==> src/rtl/spi_bm_pkg.sv <==
package spi_bm_pkg;

  typedef enum logic {ST_IDLE, ST_SHIFT} st_e;

  function automatic int unsigned rate_bps(input int unsigned idx);
    case (idx)
      0: return 10_400_000;
      1: return 2_600_000;
      2: return 650_000;
      3: return 100_000;
      4: return 50_000;
      5: return 10_000;
      6: return 5_000;
      default: return 1_300;
    endcase
  endfunction

  // system clocks per serial half period, never below one
  function automatic int unsigned half_cycles(input int unsigned clk_hz, input int unsigned idx);
    int unsigned h;
    h = clk_hz / (2 * rate_bps(idx));
    return (h == 0) ? 1 : h;
  endfunction

endpackage

==> src/rtl/spi_bm_clkgen.sv <==
module spi_bm_clkgen #(
  parameter int unsigned CLK_HZ = 250_000_000
) (
  input  logic       clk_i,
  input  logic       rst_ni,
  input  logic       start_i,
  input  logic       run_i,
  input  logic [2:0] rate_i,
  output logic       tick_o
);
  localparam int unsigned NRATE    = 8;
  localparam int unsigned MAX_HALF = spi_bm_pkg::half_cycles(CLK_HZ, NRATE - 1);
  localparam int unsigned CW       = $clog2(MAX_HALF + 1);

  logic [CW-1:0] half_tbl [NRATE];
  logic [CW-1:0] cnt_q;
  logic [CW-1:0] lim;
  logic [2:0]    rate_q;

  for (genvar gi = 0; gi < NRATE; gi++) begin : g_tbl
    assign half_tbl[gi] = CW'(spi_bm_pkg::half_cycles(CLK_HZ, gi));
  end

  assign lim    = half_tbl[rate_q] - CW'(1);
  assign tick_o = run_i && (cnt_q == lim);

  always_ff @(posedge clk_i or negedge rst_ni) begin
    if (!rst_ni) begin
      rate_q <= '0;
      cnt_q  <= '0;
    end else begin
      if (start_i) rate_q <= rate_i;
      if (!run_i || tick_o) cnt_q <= '0;
      else                  cnt_q <= cnt_q + CW'(1);
    end
  end


  rate_hold_chk: assert property (@(posedge clk_i) disable iff (!rst_ni)
    run_i && !start_i |=> $stable(rate_q) || !run_i);

endmodule

==> src/rtl/spi_bm_shifter.sv <==
module spi_bm_shifter
  import spi_bm_pkg::*;
(
  input  logic       clk_i,
  input  logic       rst_ni,
  input  logic [1:0] mode_i,
  input  logic       tx_valid_i,
  input  logic [7:0] tx_data_i,
  output logic       tx_ready_o,
  output logic       start_o,
  input  logic       tick_i,
  output logic       sclk_o,
  output logic       mosi_o,
  input  logic       miso_i,
  output logic       rx_valid_o,
  output logic [7:0] rx_data_o
);
  st_e        st_q;
  logic [1:0] mode_q;
  logic       sclk_q;
  logic [7:0] tx_sh_q;
  logic [7:0] rx_sh_q;
  logic [3:0] edge_q;
  logic       rx_vld_q;
  logic       lead;
  logic       samp;
  logic       past_ok_q;

  assign tx_ready_o = (st_q == ST_IDLE);
  assign start_o    = tx_ready_o && tx_valid_i;
  assign lead       = (sclk_q == mode_q[1]);   // clock leaving idle level
  assign samp       = lead ^ mode_q[0];
  assign sclk_o     = sclk_q;
  assign mosi_o     = tx_sh_q[7];
  assign rx_valid_o = rx_vld_q;
  assign rx_data_o  = rx_sh_q;

  always_ff @(posedge clk_i or negedge rst_ni) begin
    if (!rst_ni) begin
      st_q     <= ST_IDLE;
      mode_q   <= '0;
      sclk_q   <= 1'b0;
      tx_sh_q  <= '0;
      rx_sh_q  <= '0;
      edge_q   <= '0;
      rx_vld_q <= 1'b0;
    end else begin
      rx_vld_q <= 1'b0;
      if (st_q == ST_IDLE) begin
        mode_q <= mode_i;
        sclk_q <= mode_i[1];
        if (tx_valid_i) begin
          st_q    <= ST_SHIFT;
          tx_sh_q <= tx_data_i;
          edge_q  <= '0;
        end
      end else if (tick_i) begin
        sclk_q <= ~sclk_q;
        edge_q <= edge_q + 4'd1;
        if (samp) rx_sh_q <= {rx_sh_q[6:0], miso_i};
        else if (!(mode_q[0] && edge_q == 4'd0)) tx_sh_q <= {tx_sh_q[6:0], 1'b0};
        if (edge_q == 4'd15) begin
          st_q     <= ST_IDLE;
          rx_vld_q <= 1'b1;
        end
      end
    end
  end

  always_ff @(posedge clk_i or negedge rst_ni) begin
    if (!rst_ni) past_ok_q <= 1'b0;
    else         past_ok_q <= 1'b1;
  end


  accept_stall_chk: assert property (@(posedge clk_i) disable iff (!rst_ni)
    start_o |=> !tx_ready_o);


  rx_pulse_chk: assert property (@(posedge clk_i) disable iff (!rst_ni)
    rx_valid_o |-> tx_ready_o ##1 !rx_valid_o);


  idle_level_chk: assert property (@(posedge clk_i) disable iff (!rst_ni)
    past_ok_q && tx_ready_o && $past(tx_ready_o) |-> sclk_o == $past(mode_i[1]));


  mode_hold_chk: assert property (@(posedge clk_i) disable iff (!rst_ni)
    !tx_ready_o && !rx_valid_o |=> $stable(mode_q) || tx_ready_o);

endmodule

==> src/rtl/spi_bm_cs.sv <==
module spi_bm_cs #(
  parameter int unsigned NUM_CS = 4
) (
  input  logic                      clk_i,
  input  logic                      rst_ni,
  input  logic                      start_i,
  input  logic                      idle_i,
  input  logic [$clog2(NUM_CS)-1:0] sel_i,
  input  logic                      release_i,
  output logic [NUM_CS-1:0]         cs_n_o
);
  localparam int unsigned SW = $clog2(NUM_CS);

  logic [NUM_CS-1:0] cs_n_q;
  logic [SW-1:0]     sel_q;
  logic              past_ok_q;

  assign cs_n_o = cs_n_q;

  always_ff @(posedge clk_i or negedge rst_ni) begin
    if (!rst_ni) begin
      cs_n_q <= '1;
      sel_q  <= '0;
    end else if (start_i) begin
      cs_n_q[sel_i] <= 1'b0;
      sel_q         <= sel_i;
    end else if (release_i && idle_i) begin
      cs_n_q <= '1;
    end
  end

  always_ff @(posedge clk_i or negedge rst_ni) begin
    if (!rst_ni) past_ok_q <= 1'b0;
    else         past_ok_q <= 1'b1;
  end


  sel_low_chk: assert property (@(posedge clk_i) disable iff (!rst_ni)
    past_ok_q && !idle_i && (32'(sel_q) < NUM_CS) |-> !cs_n_o[sel_q]);


  busy_hold_chk: assert property (@(posedge clk_i) disable iff (!rst_ni)
    past_ok_q && !idle_i && $past(!idle_i) |-> $stable(cs_n_o));

endmodule

==> src/rtl/spi_byte_master.sv <==
module spi_byte_master #(
  parameter int unsigned CLK_HZ = 250_000_000,
  parameter int unsigned NUM_CS = 4
) (
  input  logic                      clk_i,
  input  logic                      rst_ni,
  input  logic [1:0]                mode_i,
  input  logic [2:0]                rate_i,
  input  logic                      tx_valid_i,
  input  logic [7:0]                tx_data_i,
  output logic                      tx_ready_o,
  output logic                      rx_valid_o,
  output logic [7:0]                rx_data_o,
  input  logic [$clog2(NUM_CS)-1:0] cs_sel_i,
  input  logic                      cs_release_i,
  output logic                      sclk_o,
  output logic                      mosi_o,
  input  logic                      miso_i,
  output logic [NUM_CS-1:0]         cs_n_o
);
  logic start;
  logic tick;

  spi_bm_clkgen #(.CLK_HZ(CLK_HZ)) u_clkgen (
    .clk_i   (clk_i),
    .rst_ni  (rst_ni),
    .start_i (start),
    .run_i   (!tx_ready_o),
    .rate_i  (rate_i),
    .tick_o  (tick)
  );

  spi_bm_shifter u_shifter (
    .clk_i      (clk_i),
    .rst_ni     (rst_ni),
    .mode_i     (mode_i),
    .tx_valid_i (tx_valid_i),
    .tx_data_i  (tx_data_i),
    .tx_ready_o (tx_ready_o),
    .start_o    (start),
    .tick_i     (tick),
    .sclk_o     (sclk_o),
    .mosi_o     (mosi_o),
    .miso_i     (miso_i),
    .rx_valid_o (rx_valid_o),
    .rx_data_o  (rx_data_o)
  );

  spi_bm_cs #(.NUM_CS(NUM_CS)) u_cs (
    .clk_i     (clk_i),
    .rst_ni    (rst_ni),
    .start_i   (start),
    .idle_i    (tx_ready_o),
    .sel_i     (cs_sel_i),
    .release_i (cs_release_i),
    .cs_n_o    (cs_n_o)
  );

endmodule

==> config.mk <==
export PLATFORM = sky130hd
export DESIGN_NAME = spi_byte_master
export DESIGN_NICKNAME = d
export VERILOG_FILES = /design/src/rtl/spi_bm_pkg.sv /design/src/rtl/spi_bm_clkgen.sv /design/src/rtl/spi_bm_shifter.sv /design/src/rtl/spi_bm_cs.sv /design/src/rtl/spi_byte_master.sv
export SDC_FILE = /design/constraint.sdc
export NUM_CORES = 1
export LEC_CHECK = 0
export ABC_AREA = 1
export BUFFER_PORTS_ARGS = -buffer_cell sky130_fd_sc_hd__buf_2
export CORE_MARGIN = 10
export CORE_UTILIZATION = 55
export CTS_CLUSTER_SIZE = 8
export DETAILED_ROUTE_END_ITERATION = 16
export GPL_ROUTABILITY_DRIVEN = 0
export PLACE_DENSITY = 0.76
export RECOVER_POWER = 50
export SLEW_MARGIN = 10
export SYNTH_ARGS = -nofsm -noshare
export SYNTH_HDL_FRONTEND = slang
export SYNTH_SLANG_ARGS = --single-unit
==> constraint.sdc <==
create_clock -name clk_i -period 3.95 [get_ports clk_i]
set_input_delay 0.395 -clock clk_i [delete_from_list [all_inputs] [get_ports clk_i]]
set_output_delay 0.395 -clock clk_i [all_outputs]
set_load 0.02 [all_outputs]
# Word level (Yosys, flattened, before mapping)
# Memory sizes are Yosys's and may differ from the RTL's.
# Cells that the tools add are included.
[word_totals]
regBits = 49
latchBits = 0
ram_bits = 0
rom_bits = 136
in_bits = 20
word_cells = 66
n_memories = 1
[classes]
n_addsub = 3
n_mul = 0
div_mod_pow = 0
n_lt_le_gt_ge = 3
n_eq_ne = 6
shift = 0
mux = 24
n_bitwise = 6
reduce_logical = 13
[memory_table]
columns = ["memory", "words", "word_bits", "rd", "rd_clocked_by_memory_dff", "wr", "line", "source"]
rows = [
  ["(name not given)", 8, 17, 1, 0, 0, "spi_bm_clkgen.sv:24", "assign lim = half_tbl[rate_q] - CW'(1);"],
]
[op_table]
columns = ["op", "n"]
rows = [
  ["$mux 17", 3],
  ["$mux 8", 5],
  ["$mux 4", 5],
  ["$add 17x1->17 const B", 1],
  ["$eq 17x17->1", 1],
  ["$sub 17x1->17 const B", 1],
  ["$mux 1", 10],
  ["$ne 2x2->1 const B", 3],
  ["$logic_and 1x1->1", 5],
  ["$add 4x1->4 const B", 1],
  ["$and 4x4->4", 1],
  ["$eq 4x4->1 const B", 1],
  ["$ge 4x4->1 const B", 1],
  ["$logic_not 4->1", 1],
  ["$not 3->4", 1],
  ["$not 4->4", 1],
  ["$reduce_and 4->1", 1],
  ["$reduce_bool 2->1", 2],
  ["$lt 2x3->1 const B", 1],
  ["$reduce_and 3->1", 1],
  ["$demux 1 s2", 1],
  ["$ge 2x1->1 const B", 1],
  ["$not 1->1", 2],
  ["$reduce_and 2->1", 1],
  ["4 further kinds", 4],
]

# Longest topological paths before layout
# Gate-level depths: netlist of the first run.
[logic_depth]
depth_word = 9
ltp_mapped = 22
mapped_depth_nobuf = 20

# Cells and area by module
# Synthesis of the first run repeated with hierarchy kept, for this count alone.
[unflattened]
hier_cells = 426
hier_area_um2 = 3041.7
[modules_own_cells]
columns = ["module", "n_inst", "cells_each", "area_each_um2", "seq_area_each_um2"]
rows = [
  ["spi_bm_clkgen", 1, 259, 1666.6, 500.5],
  ["spi_bm_shifter", 1, 146, 1194.9, 625.6],
  ["spi_bm_cs", 1, 20, 176.4, 105.1],
  ["spi_byte_master", 1, 1, 3.8, 0.0],
]

# Least setup slack after synthesis of the first run
# No wires, ideal clock.
[synth_path]
kind = "reg-to-reg"
startpoint = "register u_clkgen.rate_q[2]"
endpoint = "register u_clkgen.cnt_q[15]"
setup_time_ns = 0.121
arrival_ns = 2.216
required_ns = 3.829
setup_slack_ns = 1.613
path_stages_with_launch = 17
n_path_buf = 3
synth_period_minus_slack_ns = 2.337
cell_sequence = "dfrtp_1 > buf_2 > nand3_1 > ha_1 > buf_2 > inv_1 > nor2_1 > nand3_1 > nand2_1 > nand2_1 > nand2_1 > nor2_1 > nor2_1 > nand3_1 > o21ai_1 > buf_2 > nor2_1"
[synth_via]
elab_chain_len = 9
[synth_rtl]
columns = ["item", "line", "source"]
rows = [
  ["start, declared", "spi_bm_clkgen.sv:18", "logic [2:0] rate_q;"],
  ["start signal, assigned", "spi_bm_clkgen.sv:32", "if (start_i) rate_q <= rate_i;"],
  ["$not 3->4 (not written as such)", "spi_bm_clkgen.sv:24", ""],
  ["$mem_v2 8x17", "n/a", ""],
  ["$mux 17 (not written as such) (2 in series)", "spi_bm_clkgen.sv:24", ""],
  ["$sub 17x1->17", "spi_bm_clkgen.sv:24", ""],
  ["$eq 17x17->1", "spi_bm_clkgen.sv:25", "assign tick_o = run_i && (cnt_q == lim);"],
  ["$logic_and 1x1->1", "spi_bm_clkgen.sv:25", ""],
  ["$logic_or 1x1->1", "spi_bm_clkgen.sv:33", "if (!run_i || tick_o) cnt_q <= '0;"],
  ["$mux 17", "spi_bm_clkgen.sv:33", ""],
  ["end signal, assigned", "spi_bm_clkgen.sv:34", "else cnt_q <= cnt_q + CW'(1);"],
  ["end, declared", "spi_bm_clkgen.sv:16", "logic [CW-1:0] cnt_q;"],
]
# Every way passes these cells. The select of a mux whose other input is x is not followed.
# A chain may end at the register's enable or synchronous reset.

# Worst setup path after layout of the first run
[layout_path]
startpoint = "register u_clkgen.rate_q[2]"
endpoint = "register u_shifter.tx_sh_q[3]"
[layout_via]
elab_chain_len = 9
[layout_rtl]
columns = ["item", "line", "source"]
rows = [
  ["$not 3->4 (not written as such)", "spi_bm_clkgen.sv:24", ""],
  ["$mem_v2 8x17", "n/a", ""],
  ["$mux 17 (not written as such) (2 in series)", "spi_bm_clkgen.sv:24", ""],
  ["$sub 17x1->17", "spi_bm_clkgen.sv:24", ""],
  ["$eq 17x17->1", "spi_bm_clkgen.sv:25", ""],
  ["$logic_and 1x1->1", "spi_bm_clkgen.sv:25", ""],
  ["$ne 2x2->1 (no source line)", "n/a", ""],
  ["$reduce_and 4->1 (no source line)", "n/a", ""],
  ["end signal, assigned", "spi_bm_shifter.sv:54", "tx_sh_q <= tx_data_i;"],
  ["end signal, assigned", "spi_bm_shifter.sv:61", "else if (!(mode_q[0] && edge_q == 4'd0)) tx_sh_q <= {tx_sh_q[6:0], 1'b0};"],
  ["end, declared", "spi_bm_shifter.sv:21", "logic [7:0] tx_sh_q;"],
]
# Every way passes these cells. The select of a mux whose other input is x is not followed.

==> out/results.ini, run 1 <==
[setup_path]
path_cells=inv_1 -> nand2_1 -> ha_1 -> inv_1 -> nor2_1 -> nand2_1 -> nand3_1 -> nand2_1 -> inv_1 -> nand2_1 -> nor2_1 -> nand3_1 -> nor2_4 -> nand2_4 -> nand2_4 -> nand2_2 -> nand2_1 -> nand2_1
cp_slowest_cell=dfrtp_1
r2r_slack_ns=0.75
reg2reg_to=u_shifter.tx_sh_q[3]$_DFFE_PN0P_
crit_buf_inv=3
worst_setup_path_start_kind=register
cp_data_required_time_ns=4.14
cp_data_arrival_time_ns=3.40
max_stage_delay_ns=0.57
critical_path_class=register to register
worstRegToRegCells=18
crit_end=u_shifter.tx_sh_q[3]$_DFFE_PN0P_
crit_cells=18
cp_max_fo=13
critPathMostFrequentCell=nand2_1
critPathTopFamily=simple AND/OR/NAND/NOR gates
endpoint_kind=register
crit_start=u_clkgen.rate_q[2]$_DFFE_PN0P_
r2r-start=u_clkgen.rate_q[2]$_DFFE_PN0P_

[floorplan]
dieArea_mm2=0.008711
die-height_um=93.34
rows=26
die_x_um=93.34
initial_utilization_pct=57.18
core_area_mm2=0.005172
num_io_pins=36

[global_route]
track_usage_pct=16.02
antenna_found_initial=0
grt_pass1_wl_um=11740
grt_overflow=0
grt_pass1_vias=2624
grt_max_degree=50

[hold_path]
hold_depth=3
hp-class=primary input to register
min_from=mode_i[0]

[route]
drtPass1Iterations=5
drt_iter0_drc=167
drcViolationCount=0
drtAntennaViolNets=0
via_count=2704
wl_um=6612
vias_per_cell=5.092
wire_per_inst_um=12.45

[pwr]
p_switching_uw=170.9
p_leak_uw=0.001747
seq_power_share_pct=62.3
p_sw_share_pct=21.24
power_density_mw_per_mm2=247.7
power.clock.fraction_pct=35.2
internal_power_uw=633.4
comb_power_share_pct=2.4
vdd_drop_max_mv=0.2194
power_uw=804.3

[clocking]
numCtsBuffers=5
cts_resized=0
cts_tree=built
cts.htree.levels=2
clock_latency_ns=0.29
postCtsHoldBufs=0
clk_pin_slew_ns=0.09
numClockSinks=49
clockBufferDepth=2
cts-root-buf=clkbuf_8
postCtsSetupRepairBufs=0

[synth]
ys_types=32
synth_most_common_cell=nand2_1
netlist_area_mm2=0.002958
yosysTopAreaCellShare_pct=38.07
yosys_register_bits=49
ys.flop_type=dfrtp_1
synth.top_cells.by_area=dfrtp_1 38%, nand2_1 20%, nand3_1 8.1%
post_synth.cell_area_avg_um2=6.943
yosysTopAreaCell=dfrtp_1
async_flop_share_pct=100.0
synth_sequential_area_ratio_pct=41.62
synthTopCellsByCount=161 x nand2_1, 48 x nand3_1, 45 x dfrtp_1, 45 x inv_1, 38 x nor2_1
yosysWarnings=0
syn_inst=426
synth_nets=453
synth-edff-count=0

[timing]
slew-limit-headroom_pct=-71.56
setup_viol=0
period_minus_slack_ns=3.204
maxSlewViolCount=50
rsz0062_at_grt=false
finalSetupTns_ns=0
worstMarginPinSlew_ns=2.573
timing.fmax_mhz=312.1
skew_ns=0.007798
hold_violations=0
finalCritPeriodShare_pct=81.11

[finish]
final_nets=487
finalNonFillerCells=531
final_layout_size_suffix_gt1_share_pct=11.50
design_area_mm2=0.003247
area_growth_pct=9.771
n_antenna_cell=0

[placement]
place_area_mm2=0.003174
dp.cells=523
post-dp-hpwl_um=5124
portBuffers=35

[status]
violations=max-capacitance violations, max-slew violations
status=finished, violations left

[run]
max_cap_viol_count=1

[per-stage QoR]
step | utilization (%) | hold slack, ns | setup WS, ns
final | 62.77 | 0.3005 | 0.7462
after global routing | 62.77 | 0.3168 | 0.3581
after CTS | 62.99 | 0.2994 | 0.8045
after detailed placement | 61.37 | 0.4629 | 0.8276
after global placement | 61.37 | 0.4541 | 0.8932
after floorplan | - | 0.09941 | 1.613
[cells by family (layout without fill, tap and decap cells)]
kind of cell | Yosys count | count (layout) | share of synthesized area, %
AND/OR/NAND/NOR | 281 | 281 | 40.99
buffers and inverters | 58 | 93 | 8.037
flip-flops | 49 | 49 | 41.62
AO/OA/AOI/OAI | 24 | 24 | 4.314
adder cells (fa/ha/maj) | 7 | 7 | 2.961
XOR/XNOR | 7 | 7 | 2.073
[state kept, by name, summed over array words and instances (netlist names)]
register,flops
u_shifter.mode_q,2
u_shifter.edge_q,4
u_shifter.sclk_o,1
u_shifter.rx_data_o,8
u_clkgen.cnt_q,17
u_shifter.tx_sh_q,8
u_shifter.rx_valid_o,1
u_cs.cs_n_o,4
u_shifter.st_q,1
u_clkgen.rate_q,3
[worst reg2reg max path, delay by kind of cell (launching register included)]
| family | cells | cell delay [ns] |
|---|---|---|
| and+or+nand+nor | 14 | 1.80 |
| adders and majority gates | 1 | 0.29 |
| buffers and inverters | 3 | 0.44 |
| DFF | 1 | 0.57 |
[cell usage in the layout, fill, tap and decap left out, types with 4 or more instances in the layout]
| master | instances |
|---|---|
| dfstp_2 | 4 |
| nor2_1 | 38 |
| clkbuf_1 | 11 |
| nand2_1 | 161 |
| clkbuf_8 | 5 |
| o21ai_0 | 13 |
| nor3_1 | 15 |
| nand2_2 | 5 |
| nand3_1 | 48 |
| dfrtp_1 | 45 |
| xor2_1 | 4 |
| ha_1 | 7 |
| buf_2 | 26 |
| inv_1 | 45 |
| a21oi_1 | 5 |
[per-layer routing]
metal	part of all wire [%]	vias to the layer above	global-route usage, %	wire length (µm)
met5	0	-	0	0
met1	46	1229	20.37	3045
li1	-	1407	-	-
met4	1.4	0	4.884	94
met3	4.6	11	3.118	303
met2	48	57	26.74	3169
[power by group through the flow]
stage               Clock (µW)  Sequential, µW  Combinational [µW]
finish                     283             501                19.6
CTS                        294             501                20.8
floorplan                    0             511               0.852
detailed placement           0             511                20.7
global placement             0             511                20.2
global route               314             502                22.6
[area by class of cell]
| class | count | area (µm²) |
|---|---|---|
| Sequential cell | 49 | 1231 |
| Inverter | 49 | 183.9 |
| Tap cell | 70 | 87.58 |
| Fill cell | 488 | 1926 |
| Multi-Input combinational cell | 319 | 1489 |
| Clock inverter | 1 | 7.507 |
| Clock buffer | 7 | 76.32 |
| Timing Repair Buffer | 36 | 171.4 |
[how the worst min path moves through the flow]
stage                                                     to  slack [ns]
after floorplan                  u_clkgen.cnt_q[0]$_DFF_PN0_         0.1
final                        u_shifter.mode_q[0]$_DFFE_PN0N_        0.30
after detailed placement    u_shifter.tx_sh_q[4]$_DFFE_PN0P_        0.46
after CTS                    u_shifter.mode_q[0]$_DFFE_PN0N_        0.30
after global routing         u_shifter.mode_q[0]$_DFFE_PN0N_        0.32
after global placement    u_shifter.rx_data_o[7]$_DFFE_PN0P_        0.45
Note: power is estimated with default switching activity, not from simulation.
==> run 2: changes to the inputs <==
==> constraint.sdc (replaced) <==
create_clock -name clk_i -period 3.06 [get_ports clk_i]
set_input_delay 0.306 -clock clk_i [delete_from_list [all_inputs] [get_ports clk_i]]
set_output_delay 0.306 -clock clk_i [all_outputs]
set_load 0.02 [all_outputs]
==> run 2 against run 1 <==
  * The flow still finishes with violations (max-capacitance violations, max-slew violations)
  * Clock power rose by 34%
  * Combinational power increased by 34%
  * Cell area increased by 1.6%
  * Power increased by 31%
  * First-iteration DRC count shrank 6.6%
  * Largest cell class unchanged
==> out/results.ini, run 2 (synthesis gave the netlist of run 1 again) <==
[timing]
skew_ns=0.005578
period_minus_slack_ns=2.777
rsz0062_at_grt=false
worstMarginPinSlew_ns=1.786
timing.fmax_mhz=360.2
setup_viol=0
slew-limit-headroom_pct=-19.10
finalCritPeriodShare_pct=90.74
whs_ns=0.2018
finalSetupTns_ns=0
maxSlewViolCount=34
hold_violations=0
worst_slack_ns=0.2834

[global_route]
grt_pass1_wl_um=12410
track_usage_pct=17.14
grt_max_degree=34
grt_overflow=0
grt_pass1_vias=2729
antenna_found_initial=0

[finish]
area_growth_pct=11.55
final_layout_size_suffix_gt1_share_pct=13.52
n_antenna_cell=0
final_common_cell=nand2_1
final_cell_mix=161 x nand2_1, 48 x nand3_1, 45 x inv_1
regMostFlops=u_clkgen.cnt_q
final_nets=493
design_area_mm2=0.003299
fillers=479
finalNonFillerCells=536
largest_reg_flops=17

[setup_path]
max_stage_delay_ns=0.51
cp_slowest_cell=dfrtp_1
endpoint_kind=register
path_cells=inv_2 -> ha_1 -> nor2_1 -> nand2_2 -> nand2_4 -> nand2_1 -> nand2_1 -> nand3_1 -> nor2_1 -> nand3_1 -> nor2_4 -> nand2_4 -> nand2_4 -> nand2_2 -> nand2_1 -> nand2_1
cp_max_fo=12
cp_data_arrival_time_ns=2.96
critPathTopFamily=simple AND/OR/NAND/NOR gates
cp_data_required_time_ns=3.25
critPathMostFrequentCell=nand2_1
critical_path_class=register to register
crit_buf_inv=1
worst_setup_path_start_kind=register

[placement]
place_area_mm2=0.003219
pre_cts_slack_ns=0.3161
post-dp-hpwl_um=5393
portBuffers=35
dp.cells=529

[pwr]
vdd_drop_max_mv=0.2105
power_density_mw_per_mm2=318.5
p_leak_uw=0.001787

[clocking]
cts_tree=built
postCtsSetupRepairBufs=0
cts_resized=0
cts.htree.levels=2
numCtsBuffers=5
numClockSinks=49
cts-root-buf=clkbuf_8
clock_latency_ns=0.30
postCtsHoldBufs=0
clk_pin_slew_ns=0.08
clockBufferDepth=2

[hold_path]
hp-class=primary input to register

[floorplan]
rows=26
die-height_um=93.34
num_io_pins=36
core_area_mm2=0.005172
dieArea_mm2=0.008711
die_x_um=93.34
initial_utilization_pct=57.18

[route]
wire_per_inst_um=13.03
drt_iter0_drc=156
vias_per_cell=5.231
drtAntennaViolNets=0
drtPass1Iterations=4
drcViolationCount=0
via_count=2804
wl_um=6982

[status]
status=finished, violations left
violations=max-capacitance violations, max-slew violations

[run]
max_cap_viol_count=1

## run 2: final cells by class
type / count / area [µm²] / share of cell area, %
Tap cell: 70 / 87.58 / 2.655
Sequential cell: 49 / 1232 / 37.35
Clock buffer: 7 / 86.33 / 2.617
Multi-Input combinational cell: 319 / 1494 / 45.28
Inverter: 49 / 183.9 / 5.575
Timing Repair Buffer: 42 / 215.2 / 6.523
## run 2: path summary, 6_finish.rpt
kind	startpoint	endpoint	slack, ns	cells after the start
hold reg to reg	u_shifter.tx_sh_q[4]$_DFFE_PN0P_	u_shifter.tx_sh_q[4]$_DFFE_PN0P_	0.47	2
max in group asynchronous	rst_ni	u_shifter.st_q$_DFF_PN0_	1.04	2
hold / removal	mode_i[0]	u_shifter.mode_q[0]$_DFFE_PN0N_	0.20	3
setup reg to reg	u_clkgen.rate_q[1]$_DFFE_PN0P_	u_shifter.tx_sh_q[5]$_DFFE_PN0P_	0.28	16
setup / recovery	u_clkgen.rate_q[1]$_DFFE_PN0P_	u_shifter.tx_sh_q[5]$_DFFE_PN0P_	0.28	16
min in group asynchronous	rst_ni	u_shifter.tx_sh_q[3]$_DFFE_PN0P_	0.48	1
## run 2: power by group
| part | internal, µW | total [µW] | switching, µW | leakage [µW] |
|---|---|---|---|---|
| clock | 180 | 378 | 198 | 0.0000443 |
| sequential | 647 | 647 | 0 | 0.000593 |
| combinational | 8.81 | 26.2 | 17.4 | 0.00115 |
| total | 835 | 1050 | 215 | 0.00179 |
## run 2: worst register-to-register path, delay by kind of cell (launching register included)
| family | cells | cell delay [ns] |
|---|---|---|
| simple gates | 14 | 1.61 |
| flops | 1 | 0.51 |
| fa+ha+maj | 1 | 0.37 |
| buf+inv | 1 | 0.18 |
## run 2: through the flow
| step | power, µW | util (%) |
|---|---|---|
| floorplan | 661.1 | - |
| global placement | 687.0 | 62.24 |
| detailed placement | 688.1 | 62.24 |
| CTS | 1064 | 63.91 |
| global route | 1091 | 63.79 |
| finish | 1051 | 63.79 |
## run 2: per-layer routing
layer / up-vias / routed length, µm / share of wire (%) / global-route usage (%)
met5: - / 0 / 0 / 0
met4: 0 / 220 / 3.2 / 7.584
met3: 20 / 303 / 4.3 / 3.597
met2: 69 / 3269 / 47 / 28.25
met1: 1295 / 3188 / 46 / 21.04
li1: 1420 / - / - / -
